--- src/rtl/piso_shifter.sv ---
module piso_shifter #(
  parameter int WIDTH = 8
) (
  input  logic             clk,
  input  logic             rst,
  input  logic             load_n,
  input  logic             sclk,
  input  logic             inhibit,
  input  logic             ser_in,
  input  logic [WIDTH-1:0] par_in,
  output logic             ser_out,
  output logic             ser_out_n
);
  localparam int TOP = WIDTH - 1;

  logic [TOP:0] stage;
  logic         eff_q;
  logic         eff_prev;
  logic         shift_fire;

  assign shift_fire = load_n & eff_q & ~eff_prev;

  always_ff @(posedge clk) begin
    if (rst) begin
      stage    <= '0;
      eff_q    <= 1'b0;
      eff_prev <= 1'b0;
    end else begin
      eff_q <= sclk | inhibit;
      if (!load_n) begin
        stage    <= par_in;
        eff_prev <= sclk | inhibit;
      end else begin
        eff_prev <= eff_q;
        if (shift_fire)
          stage <= {stage[TOP-1:0], ser_in};
      end
    end
  end

  assign ser_out   = load_n ? stage[TOP] : par_in[TOP];
  assign ser_out_n = ~ser_out;
endmodule

--- config.mk ---
export PLATFORM = sky130hd
export DESIGN_NAME = piso_shifter
export DESIGN_NICKNAME = d
export VERILOG_FILES = /design/src/rtl/piso_shifter.sv
export SDC_FILE = /design/constraint.sdc
export NUM_CORES = 1
export LEC_CHECK = 0
export CAP_MARGIN = 40
export CELL_PAD_IN_SITES_DETAIL_PLACEMENT = 1
export CELL_PAD_IN_SITES_GLOBAL_PLACEMENT = 2
export CORE_MARGIN = 3
export CORE_UTILIZATION = 29
export DETAILED_ROUTE_END_ITERATION = 8
export GPL_ROUTABILITY_DRIVEN = 0
export PLACE_DENSITY_LB_ADDON = 0.1
export SLEW_MARGIN = 20
export SYNTH_ARGS = -nofsm -noshare
export SYNTH_HDL_FRONTEND = slang
export SYNTH_SLANG_ARGS = --single-unit
--- constraint.sdc ---
create_clock -name clk -period 1.2 [get_ports clk]
set_input_delay 0.24 -clock clk [delete_from_list [all_inputs] [get_ports clk]]
set_output_delay 0.24 -clock clk [all_outputs]
set_load 0.005 [all_outputs]
* Word-level counts from Yosys, hierarchy flattened
Cells that the tools add are included.
** Storage, ports and cells
- Bits in registers :: 10
- Output and inout port bits :: 2
- Logic and storage cells :: 13
** Operators by class
- Equality and inequality tests :: 1
- Muxes and demuxes :: 4
- Bitwise logic cells :: 5
** Operators with widths (number)
- two-way mux 8 bit :: 2
- bitwise AND 1 bit :: 2
- two-way mux 1 bit :: 2
- != test 2 x 1 -> 1 bit (second input constant) :: 1
- inverter 1 bit :: 2
- bitwise OR 1 bit :: 1

* Depth between registers and ports, before layout
Gate-level depths: netlist (run 1).
- Word-level depth :: 4
- Mapped depth :: 3
- Mapped depth without buffers :: 2

* Worst setup path before layout (run 1)
OpenSTA, ideal clock, no wires.
- Path type :: flip-flop to flip-flop
- Start :: reg eff_prev
- End :: reg stage[0]
- Setup time :: 0.103 ns
- Data arrival time :: 0.895 ns
- Data required time :: 1.097 ns
- Setup slack :: 0.201 ns
- Stages on the path, launching flop included :: 3
- Period minus slack after synthesis :: 0.999 ns
- Path through :: dfxtp_1 -> nand2b_2 -> a2111oi_2
** On the way
- Word-level cells in the longest chain between the ends :: 3
** Ends and longest elaborated chain
- from (decl) :: RTL line 18 : logic eff_prev;
- from (signal assigned) :: RTL line 32 : eff_prev <= sclk | inhibit;
- from (signal assigned) :: RTL line 34 : eff_prev <= eff_q;
- inverter 1 bit :: RTL line 21 : assign shift_fire = load_n & eff_q & ~eff_prev;
- bitwise AND 1 bit :: RTL line 21
- != test 2 x 1 -> 1 bit (no line)
- to (signal assigned) :: RTL line 31 : stage <= par_in;
- to (signal assigned) :: RTL line 36 : stage <= {stage[TOP-1:0], ser_in};
- to (decl) :: RTL line 16 : logic [TOP:0] stage;
No other way between the ends.
A chain may end at the register's enable or synchronous reset.

* Worst setup path after layout (run 1)
- Start :: reg stage[7]
- End :: out ser_out
** On the way
- Word-level cells in the longest chain between the ends :: 1
** Ends and longest elaborated chain
- two-way mux 1 bit :: RTL line 41 : assign ser_out = load_n ? stage[TOP] : par_in[TOP];
- to (decl) :: RTL line 11 : output logic ser_out,
No other way between the ends.

==> results of run 1 <==
cells in the mapped netlist:
cell / count / area [µm²]
a2111oi_2: 7 / 105
a311oi_1: 1 / 8.76
and4bb_1: 8 / 100
buf_2: 1 / 5.00
buf_4: 1 / 7.51
buf_6: 1 / 11.3
dfxtp_1: 10 / 200
inv_1: 2 / 7.51
mux2i_1: 1 / 10.0
nand2b_2: 1 / 8.76
nor2_1: 9 / 33.8
nor2b_1: 1 / 6.26
nor2b_4: 7 / 96.3
nor3_1: 2 / 10.0
o21bai_1: 1 / 7.51
power breakdown:
group	total (mW)	switching [mW]	internal, mW
clock network	0.313	0.129	0.185
registers	0.393	0.0306	0.362
logic	0.207	0.0759	0.131
critical path: cells and delay by family, from the launching register on:
family / cells / cell delay (ps)
buffers and inverters: 2 / 170
muxes: 1 / 170
DFF: 1 / 330
worst paths after layout:
path | slack [ps] | startpoint | depth (start not counted) | to
max | 5 | stage[7]$_SDFFE_PP0P_ | 3 | ser_out
min reg2reg | 470 | stage[7]$_SDFFE_PP0P_ | 2 | stage[7]$_SDFFE_PP0P_
min | 420 | par_in[7] | 3 | stage[7]$_SDFFE_PP0P_
max reg2reg | 80 | eff_q$_SDFF_PP0_ | 3 | stage[0]$_SDFFE_PP0P_
routing by layer:
metal | up-vias | track usage | wire length, µm
met1 | 230 | 0.141 | 625
met3 | 4 | 0.0430 | 75
li1 | 240 | - | -
met5 | - | 0 | 0
met4 | 0 | 0.0511 | 21
met2 | 11 | 0.155 | 583
layout make-up:
class	count	share of cell area
Sequential cell	10	0.235
Clock buffer	4	0.0417
Multi-Input combinational cell	38	0.469
Inverter	2	0.00863
Tap cell	27	0.0388
Timing Repair Buffer	19	0.207
placed cells by master (no fill, tap or decap), types with 3 or more instances in the layout:
| cell | Yosys | routed |
|---|---|---|
| clkdlybuf4s50_1 | 0 | 11 |
| buf_4 | 1 | 3 |
| dfxtp_1 | 10 | 7 |
| and4bb_1 | 8 | 8 |
| dfxtp_2 | 0 | 3 |
| clkbuf_4 | 0 | 3 |
| a2111oi_2 | 7 | 6 |
| nor2_1 | 9 | 9 |
| nor2b_4 | 7 | 7 |
stage by stage:
step | instances | util | TNS (ps)
after detailed placement | 96 | 0.414 | -4180
after global placement | 96 | 0.414 | -4330
after floorplan | 53 | - | 0
after CTS | 100 | 0.429 | -8.73
after global routing | 100 | 0.439 | -112
final | 100 | 0.439 | 0
sequential cells by signal, summed over array words and instances (netlist names):
register  cells
eff_prev      1
eff_q         1
stage         8
cells by family after synthesis:
family / Yosys count
muxes: 1
and+or+nand+nor: 28
DFF: 10
AOI/OAI and AO/OA: 9
buffers and inverters: 5
repair_timing:
item	in CTS	in global routing
setup buffers	0	0
setup endpoints to repair	9	7
gates resized for setup	12	4
==> metrics.md, run 1 <==
| Metric | Value |
|---|---|
| Status | `completed` |
| Wirelength per Cell | `13.1 µm` |
| Post-route cell area | `870 µm²` |
| Die H | `52.2 µm` |
| Pwr per Cell Area | `1050 nW/µm²` |
| MaxCap Viol Count | `0` |
| RSZ-0062 raised after global routing | `yes` |
| Multi-input gate area | `408 µm²` |
| DP Area | `821 µm²` |
| Final wirelength | `1310 µm` |
| Post-DR vias/cell | `4.85` |
| Fmax | `837 MHz` |
| Total chip power | `912 µW` |
| Antenna violations before repair | `0` |
| Final nets | `88` |
| # DRC | `0` |
| Mux share of post-synthesis cell area | `0.0162` |
| Synth unique cells | `15` |
| Pre-CTS setup slack | `-575 ps` |
| Clock Tree Root | `clkbuf_4` |
| Largest net degree at the start of global routing | `27` |
| Worst clock skew | `11.9 ps` |
| CORE AREA | `1980 µm²` |
| Post-route minimum period | `1190 ps` |
| Static Leak | `0.358 nW` |
| Synthesis-to-finish area growth | `40.7%` |
| Final hold vios | `0` |
| Vias | `485` |
| GRT Util Overall | `0.109` |
| Adder-Cell Fraction of Synth Area | `0` |
| Critical Path AT | `950 ps` |
| Worst relative slew slack | `0.837` |
| Complex-gate fraction of the synthesized area | `0.196` |
| Seq/Total Area, Yosys | `0.324` |
| CTS tree | `done` |
| Crit-path max cell delay | `330 ps` |
| TritonRoute pass-1 iters | `2` |
| Worst min-delay path class | `input port to register` |
| Warnings from Yosys | `0` |
| Skew-Pair Late Insertion Delay | `280 ps` |
| Worst EP required | `960 ps` |
| Row count | `16` |
| XOR/XNOR share of the synthesized area | `0` |
| Worst path cell trace | `mux2i_2, inv_1, buf_2` |
| DRT antenna net count | `0` |
| Largest family of logic cells by synthesized area | `simple AND/OR/NAND/NOR gates` |
| Global-route wire length before repair | `2080 µm` |
| Syn Inst Count | `53` |
| Fin Hold WS | `425 ps` |
| VDD IR max | `0.000497 V` |
| Ports | `16` |
| Fillers | `223` |
| Vias in the first global route | `452` |
| Clock Tree Buf Depth | `2` |
| Syn nets | `67` |
| DR iter-0 viols | `4` |
| Grt ovf | `0` |
| Number of setup violations in the final report | `0` |
| Slowest CP cell | `dfxtp_2` |
| Worst Path Max Fanout | `2` |
| Number of port buffers | `15` |
| PnR worst setup slack | `5.18 ps` |
| Synth Area per Inst | `11.7 µm²` |
| Critical setup path kind | `register to output port` |
| Slew @ Worst Pin | `243 ps` |
| CTS H-Tree Depth | `1` |
| DIE WIDTH | `52.2 µm` |
| Setup crit end kind | `output port` |
| Die area | `2720 µm²` |
| Hold buffers post-CTS | `0` |
| Clock Sinks | `10` |
| # diodes | `0` |
| #FFs+latches synth | `10` |
| Synth Cell Area | `618 µm²` |
| Layout cell share with drive strength beyond 1 | `0.397` |
| Fin. max-slew vios | `0` |
| Starting density of the core | `0.312` |
| Simple-Gate Fraction of Synth Area | `0.413` |
| Fin crit share | `0.996` |
| Seq. cell area | `204 µm²` |
| Clock transition at the registers of the reported paths | `80 ps` |
| TritonCTS Buffers | `3` |
| Worst Setup Start Kind | `register` |
| HPWL Detailed | `909 µm` |
Power figures use the tool's default switching activity.
==> inputs of run 2 (changes only) <==
--- a/config.mk
+++ b/config.mk
@@ -9,8 +9,9 @@
 export CELL_PAD_IN_SITES_DETAIL_PLACEMENT = 1
 export CELL_PAD_IN_SITES_GLOBAL_PLACEMENT = 2
 export CORE_MARGIN = 3
-export CORE_UTILIZATION = 29
+export CORE_UTILIZATION = 35
 export DETAILED_ROUTE_END_ITERATION = 8
+export DONT_BUFFER_PORTS = 1
 export GPL_ROUTABILITY_DRIVEN = 0
 export PLACE_DENSITY_LB_ADDON = 0.1
 export SLEW_MARGIN = 20
==> metrics.md, run 2 (synthesized netlist as in run 1, its figures left out) <==
| Metric | Value |
|---|---|
| Worst r2r src | `eff_prev$_SDFF_PP0_` |
| Worst clock skew | `0.323 ps` |
| Fin Hold WS | `38.5 ps` |
| Setup Buffers After CTS | `0` |
| Static Leak | `0.265 nW` |
| # DRC | `0` |
| HPWL Detailed | `832 µm` |
| Clock Sinks | `10` |
| Crit-path max cell delay | `320 ps` |
| Fmax | `890 MHz` |
| Grt ovf | `0` |
| Number of buffer and inverter stages on the critical path | `1` |
| Synthesis-to-finish area growth | `4.25%` |
| Clock Tree Buf Depth | `2` |
| Row count | `14` |
| DIE WIDTH | `48.0 µm` |
| Starting density of the core | `0.392` |
| Largest registers | `stage (8), eff_prev (1), eff_q (1)` |
| Fin crit share | `0.936` |
| Die H | `48.0 µm` |
| VDD IR max | `0.000584 V` |
| # diodes | `0` |
| Setup TNS | `0 ps` |
| Pwr per Cell Area | `1140 nW/µm²` |
| Status | `completed` |
| Fillers | `186` |
| DR iter-0 viols | `1` |
| Biggest register | `stage` |
| Worst EP required | `960 ps` |
| Vias | `404` |
| Slew @ Worst Pin | `236 ps` |
| Worst Path Max Fanout | `2` |
| R2r setup slk | `140 ps` |
| Wirelength per Cell | `16.4 µm` |
| Layout cell share with drive strength beyond 1 | `0.377` |
| Critical path's top delay family | `flip-flops` |
| Number of port buffers | `0` |
| TritonCTS Buffers | `3` |
| Worst relative slew slack | `0.838` |
| Post-CTS sizing | `0` |
| Commonest non-fill, non-tap cell in the layout | `nor2_1` |
| DRT antenna net count | `0` |
| RSZ-0062 raised after global routing | `no` |
| Crit path launch | `stage[7]$_SDFFE_PP0P_` |
| Worst Setup Start Kind | `register` |
| CTS H-Tree Depth | `1` |
| Global-route wire length before repair | `1850 µm` |
| Post-route minimum period | `1120 ps` |
| Skew-Pair Late Insertion Delay | `260 ps` |
| Stages on worst setup path | `2` |
| Clock Tree Root | `clkbuf_4` |
| Flip-flop count of the largest register after layout | `8` |
| Final hold vios | `0` |
| Antenna violations before repair | `0` |
| Worst Setup EP | `ser_out` |
| Slowest CP cell | `dfxtp_1` |
| TritonRoute pass-1 iters | `2` |
| Clock transition at the registers of the reported paths | `60 ps` |
| MaxCap Viol Count | `0` |
| Worst min-delay path class | `input port to register` |
| Largest net degree at the start of global routing | `28` |
| Critical Path AT | `880 ps` |
| GRT Util Overall | `0.117` |
| Vias in the first global route | `401` |
| Final wirelength | `1130 µm` |
| Reg2Reg Depth | `2` |
| Hold buffers post-CTS | `0` |
| Critical setup path kind | `register to output port` |
| Commonest non-fill, non-tap cells in the layout | `nor2_1 (9), and4bb_1 (8), dfxtp_1 (8), nor2b_4 (7), a2111oi_2 (7)` |
| Die area | `2310 µm²` |
| Ports | `16` |
| Reg2Reg Capture Point | `stage[5]$_SDFFE_PP0P_` |
| Setup crit end kind | `output port` |
| Post-DR vias/cell | `5.86` |
| Number of setup violations in the final report | `0` |
| CTS tree | `done` |
| Fin. max-slew vios | `0` |
| Worst Hold Launch | `rst` |
| Final nets | `69` |
| Worst path cell trace | `mux2i_1, inv_1` |
| CORE AREA | `1580 µm²` |
[run 2: worst reg2reg max path: stages, from the launching register on]
cell and delay (ps):
dfxtp_2 390, and4bb_1 240, a2111oi_2 330
[run 2: cell type report]
type	count	area [µm²]	area share
Inverter	2	7.51	0.0117
Multi-Input combinational cell	38	392	0.608
Sequential cell	10	203	0.315
Clock buffer	3	22.5	0.0350
Tap cell	16	20.0	0.0311
[run 2: through the flow]
stage / instance area, µm² / power (mW) / util / worst slack (ps) / cells
global route: 644 / 0.778 / 0.409 / 19.1 / 69
finish: 644 / 0.734 / 0.409 / 76.6 / 69
global placement: 614 / 0.511 / 0.390 / 96.9 / 66
floorplan: 618 / 0.515 / - / 201 / 53
CTS: 637 / 0.751 / 0.404 / 9.55 / 69
detailed placement: 614 / 0.517 / 0.390 / 39.4 / 66
[run 2: how the worst min path moves through the flow]
stage,endpoint,slack [ps],cells after the start
floorplan,eff_q$_SDFF_PP0_,360,2
global placement,stage[2]$_SDFFE_PP0P_,310,1
detailed placement,stage[1]$_SDFFE_PP0P_,310,1
CTS,stage[0]$_SDFFE_PP0P_,30,1
global route,stage[1]$_SDFFE_PP0P_,20,1
finish,eff_q$_SDFF_PP0_,40,1
[run 2: power by group]
group,internal (mW),switching (mW)
Clock,0.116,0.109
Sequential,0.362,0.0324
Combinational,0.0759,0.0396
Total,0.553,0.181
[run 2: metal layers]
| layer | share of wire | vias to the layer above | global-route usage | wire length (µm) |
|---|---|---|---|---|
| met1 | 0.43 | 190 | 0.137 | 484 |
| li1 | - | 202 | - | - |
| met4 | 0 | 0 | 0.0323 | 0 |
| met5 | 0 | - | 0 | 0 |
| met3 | 0.069 | 0 | 0.0489 | 78 |
| met2 | 0.50 | 12 | 0.195 | 568 |
==> inputs of run 3 (changes only) <==
==> constraint.sdc (replaced) <==
create_clock -name clk -period 1.4 [get_ports clk]
set_input_delay 0.28 -clock clk [delete_from_list [all_inputs] [get_ports clk]]
set_output_delay 0.28 -clock clk [all_outputs]
set_load 0.005 [all_outputs]
==> metrics.md, run 3 (synthesized netlist as in run 1, its figures left out) <==
| Metric | Value |
|---|---|
| Status | `completed` |
| Worst Hold Launch | `rst` |
| Static Leak | `0.261 nW` |
| Post-CTS sizing | `0` |
| GRT Util Overall | `0.117` |
| DP Area | `614 µm²` |
| Worst relative slew slack | `0.797` |
| R2r setup slk | `220 ps` |
| Grt ovf | `0` |
| Critical Path AT | `1330 ps` |
| Vias in the first global route | `401` |
| Worst Setup Start Kind | `register` |
| Worst EP required | `1550 ps` |
| Worst clock skew | `0.226 ps` |
| Largest registers | `stage (8), eff_prev (1), eff_q (1)` |
| Ports | `16` |
| Post-route cell area | `637 µm²` |
| Hold buffers post-CTS | `0` |
| Fin. max-slew vios | `0` |
| # diodes | `0` |
| Critical path's top delay family | `flip-flops` |
| CTS tree | `done` |
| MaxCap Viol Count | `0` |
| Crit-path max cell delay | `500 ps` |
| Row count | `14` |
| Skew-Pair Late Insertion Delay | `260 ps` |
| CORE AREA | `1580 µm²` |
| Fin crit share | `0.844` |
| Biggest register | `stage` |
| Worst r2r src | `eff_q$_SDFF_PP0_` |
| DRT antenna net count | `0` |
| Clock Tree Buf Depth | `2` |
| Post-route minimum period | `1180 ps` |
| Number of buffer and inverter stages on the critical path | `0` |
| Final nets | `69` |
| Largest net degree at the start of global routing | `28` |
| Final hold vios | `0` |
| HPWL Detailed | `832 µm` |
| Reg2Reg Depth | `2` |
| RSZ-0062 raised after global routing | `no` |
| Number of setup violations in the final report | `0` |
| Reg2Reg Capture Point | `stage[5]$_SDFFE_PP0P_` |
| Vias | `404` |
| Post-Layout Cell Count | `69` |
| Antenna violations before repair | `0` |
| Clock transition at the registers of the reported paths | `60 ps` |
| Die area | `2310 µm²` |
| CTS H-Tree Depth | `1` |
| Post-DR vias/cell | `5.86` |
| Commonest non-fill, non-tap cells in the layout | `dfxtp_1 (10), nor2_1 (9), and4bb_1 (8), nor2b_4 (7), a2111oi_2 (7)` |
| Layout cell share with drive strength beyond 1 | `0.340` |
| Fmax | `847 MHz` |
| Die H | `48.0 µm` |
| Worst path cell trace | `nand2b_2, a2111oi_2` |
| Worst Hold End | `stage[0]$_SDFFE_PP0P_` |
| Wirelength per Cell | `16.6 µm` |
| Pwr per Cell Area | `983 nW/µm²` |
| DR iter-0 viols | `2` |
| Setup crit end kind | `register` |
| Setup TNS | `0 ps` |
| Worst min-delay path class | `input port to register` |
| Commonest non-fill, non-tap cell in the layout | `dfxtp_1` |
| TritonCTS Buffers | `3` |
| VDD IR max | `0.000501 V` |
| # DRC | `0` |
| Number of port buffers | `0` |
| Final wirelength | `1140 µm` |
| Setup Buffers After CTS | `0` |
| Critical setup path kind | `register to register` |
| Clock Tree Root | `clkbuf_4` |
| DIE WIDTH | `48.0 µm` |
| Slew @ Worst Pin | `304 ps` |
| Flip-flop count of the largest register after layout | `8` |
| Starting density of the core | `0.392` |
| Slowest CP cell | `dfxtp_1` |
| Clock Sinks | `10` |
| Hold depth | `1` |
| Placed cells | `66` |
| TritonRoute pass-1 iters | `2` |
| Worst Path Max Fanout | `10` |
| Global-route wire length before repair | `1850 µm` |
| Synthesis-to-finish area growth | `3.04%` |
## run 3: cell counts in the layout (fill, tap and decap cells not counted)
Identical to the previous run, type by type.
## run 3: per-stage QoR
stage | power, mW | worst slack (ps) | utilization | hold WS, ps
2_1_floorplan | 0.442 | 389 | - | 396
5_1_grt | 0.663 | 71.8 | 0.404 | 61.8
4_1_cts | 0.644 | 201 | 0.404 | 67.4
6_report | 0.626 | 219 | 0.404 | 80.2
3_5_place_dp | 0.443 | 239 | 0.390 | 351
3_3_place_gp | 0.438 | 297 | 0.390 | 351
## run 3: power by group
| part | internal, mW | total [mW] | switching [mW] |
|---|---|---|---|
| clock network | 0.0991 | 0.193 | 0.0936 |
| registers | 0.309 | 0.336 | 0.0271 |
| logic | 0.0634 | 0.0974 | 0.0340 |
| total | 0.472 | 0.626 | 0.155 |
## run 3: how the worst max path moves through the flow
| stage | cells past startpoint | to | slack (ps) | from |
|---|---|---|---|---|
| floorplan | 3 | ser_out | 390 | load_n |
| global placement | 2 | stage[1]$_SDFFE_PP0P_ | 300 | eff_prev$_SDFF_PP0_ |
| detailed placement | 2 | stage[4]$_SDFFE_PP0P_ | 240 | eff_q$_SDFF_PP0_ |
| CTS | 2 | ser_out | 200 | stage[7]$_SDFFE_PP0P_ |
| global route | 2 | stage[0]$_SDFFE_PP0P_ | 70 | eff_q$_SDFF_PP0_ |
| finish | 2 | stage[5]$_SDFFE_PP0P_ | 220 | eff_q$_SDFF_PP0_ |
## run 3: cell type report
class / count / area [µm²]
fillers: 183 / 940
multi-input cells: 38 / 387
inverters: 2 / 7.51
clock buffers: 3 / 22.5
flip-flops and latches: 10 / 200
well taps: 16 / 20.0
## run 3: layer usage
layer  GRT usage  part of all wire
met1       0.137              0.44
met2       0.195              0.49
met3      0.0489             0.068
met4      0.0323                 0
met5           0                 0
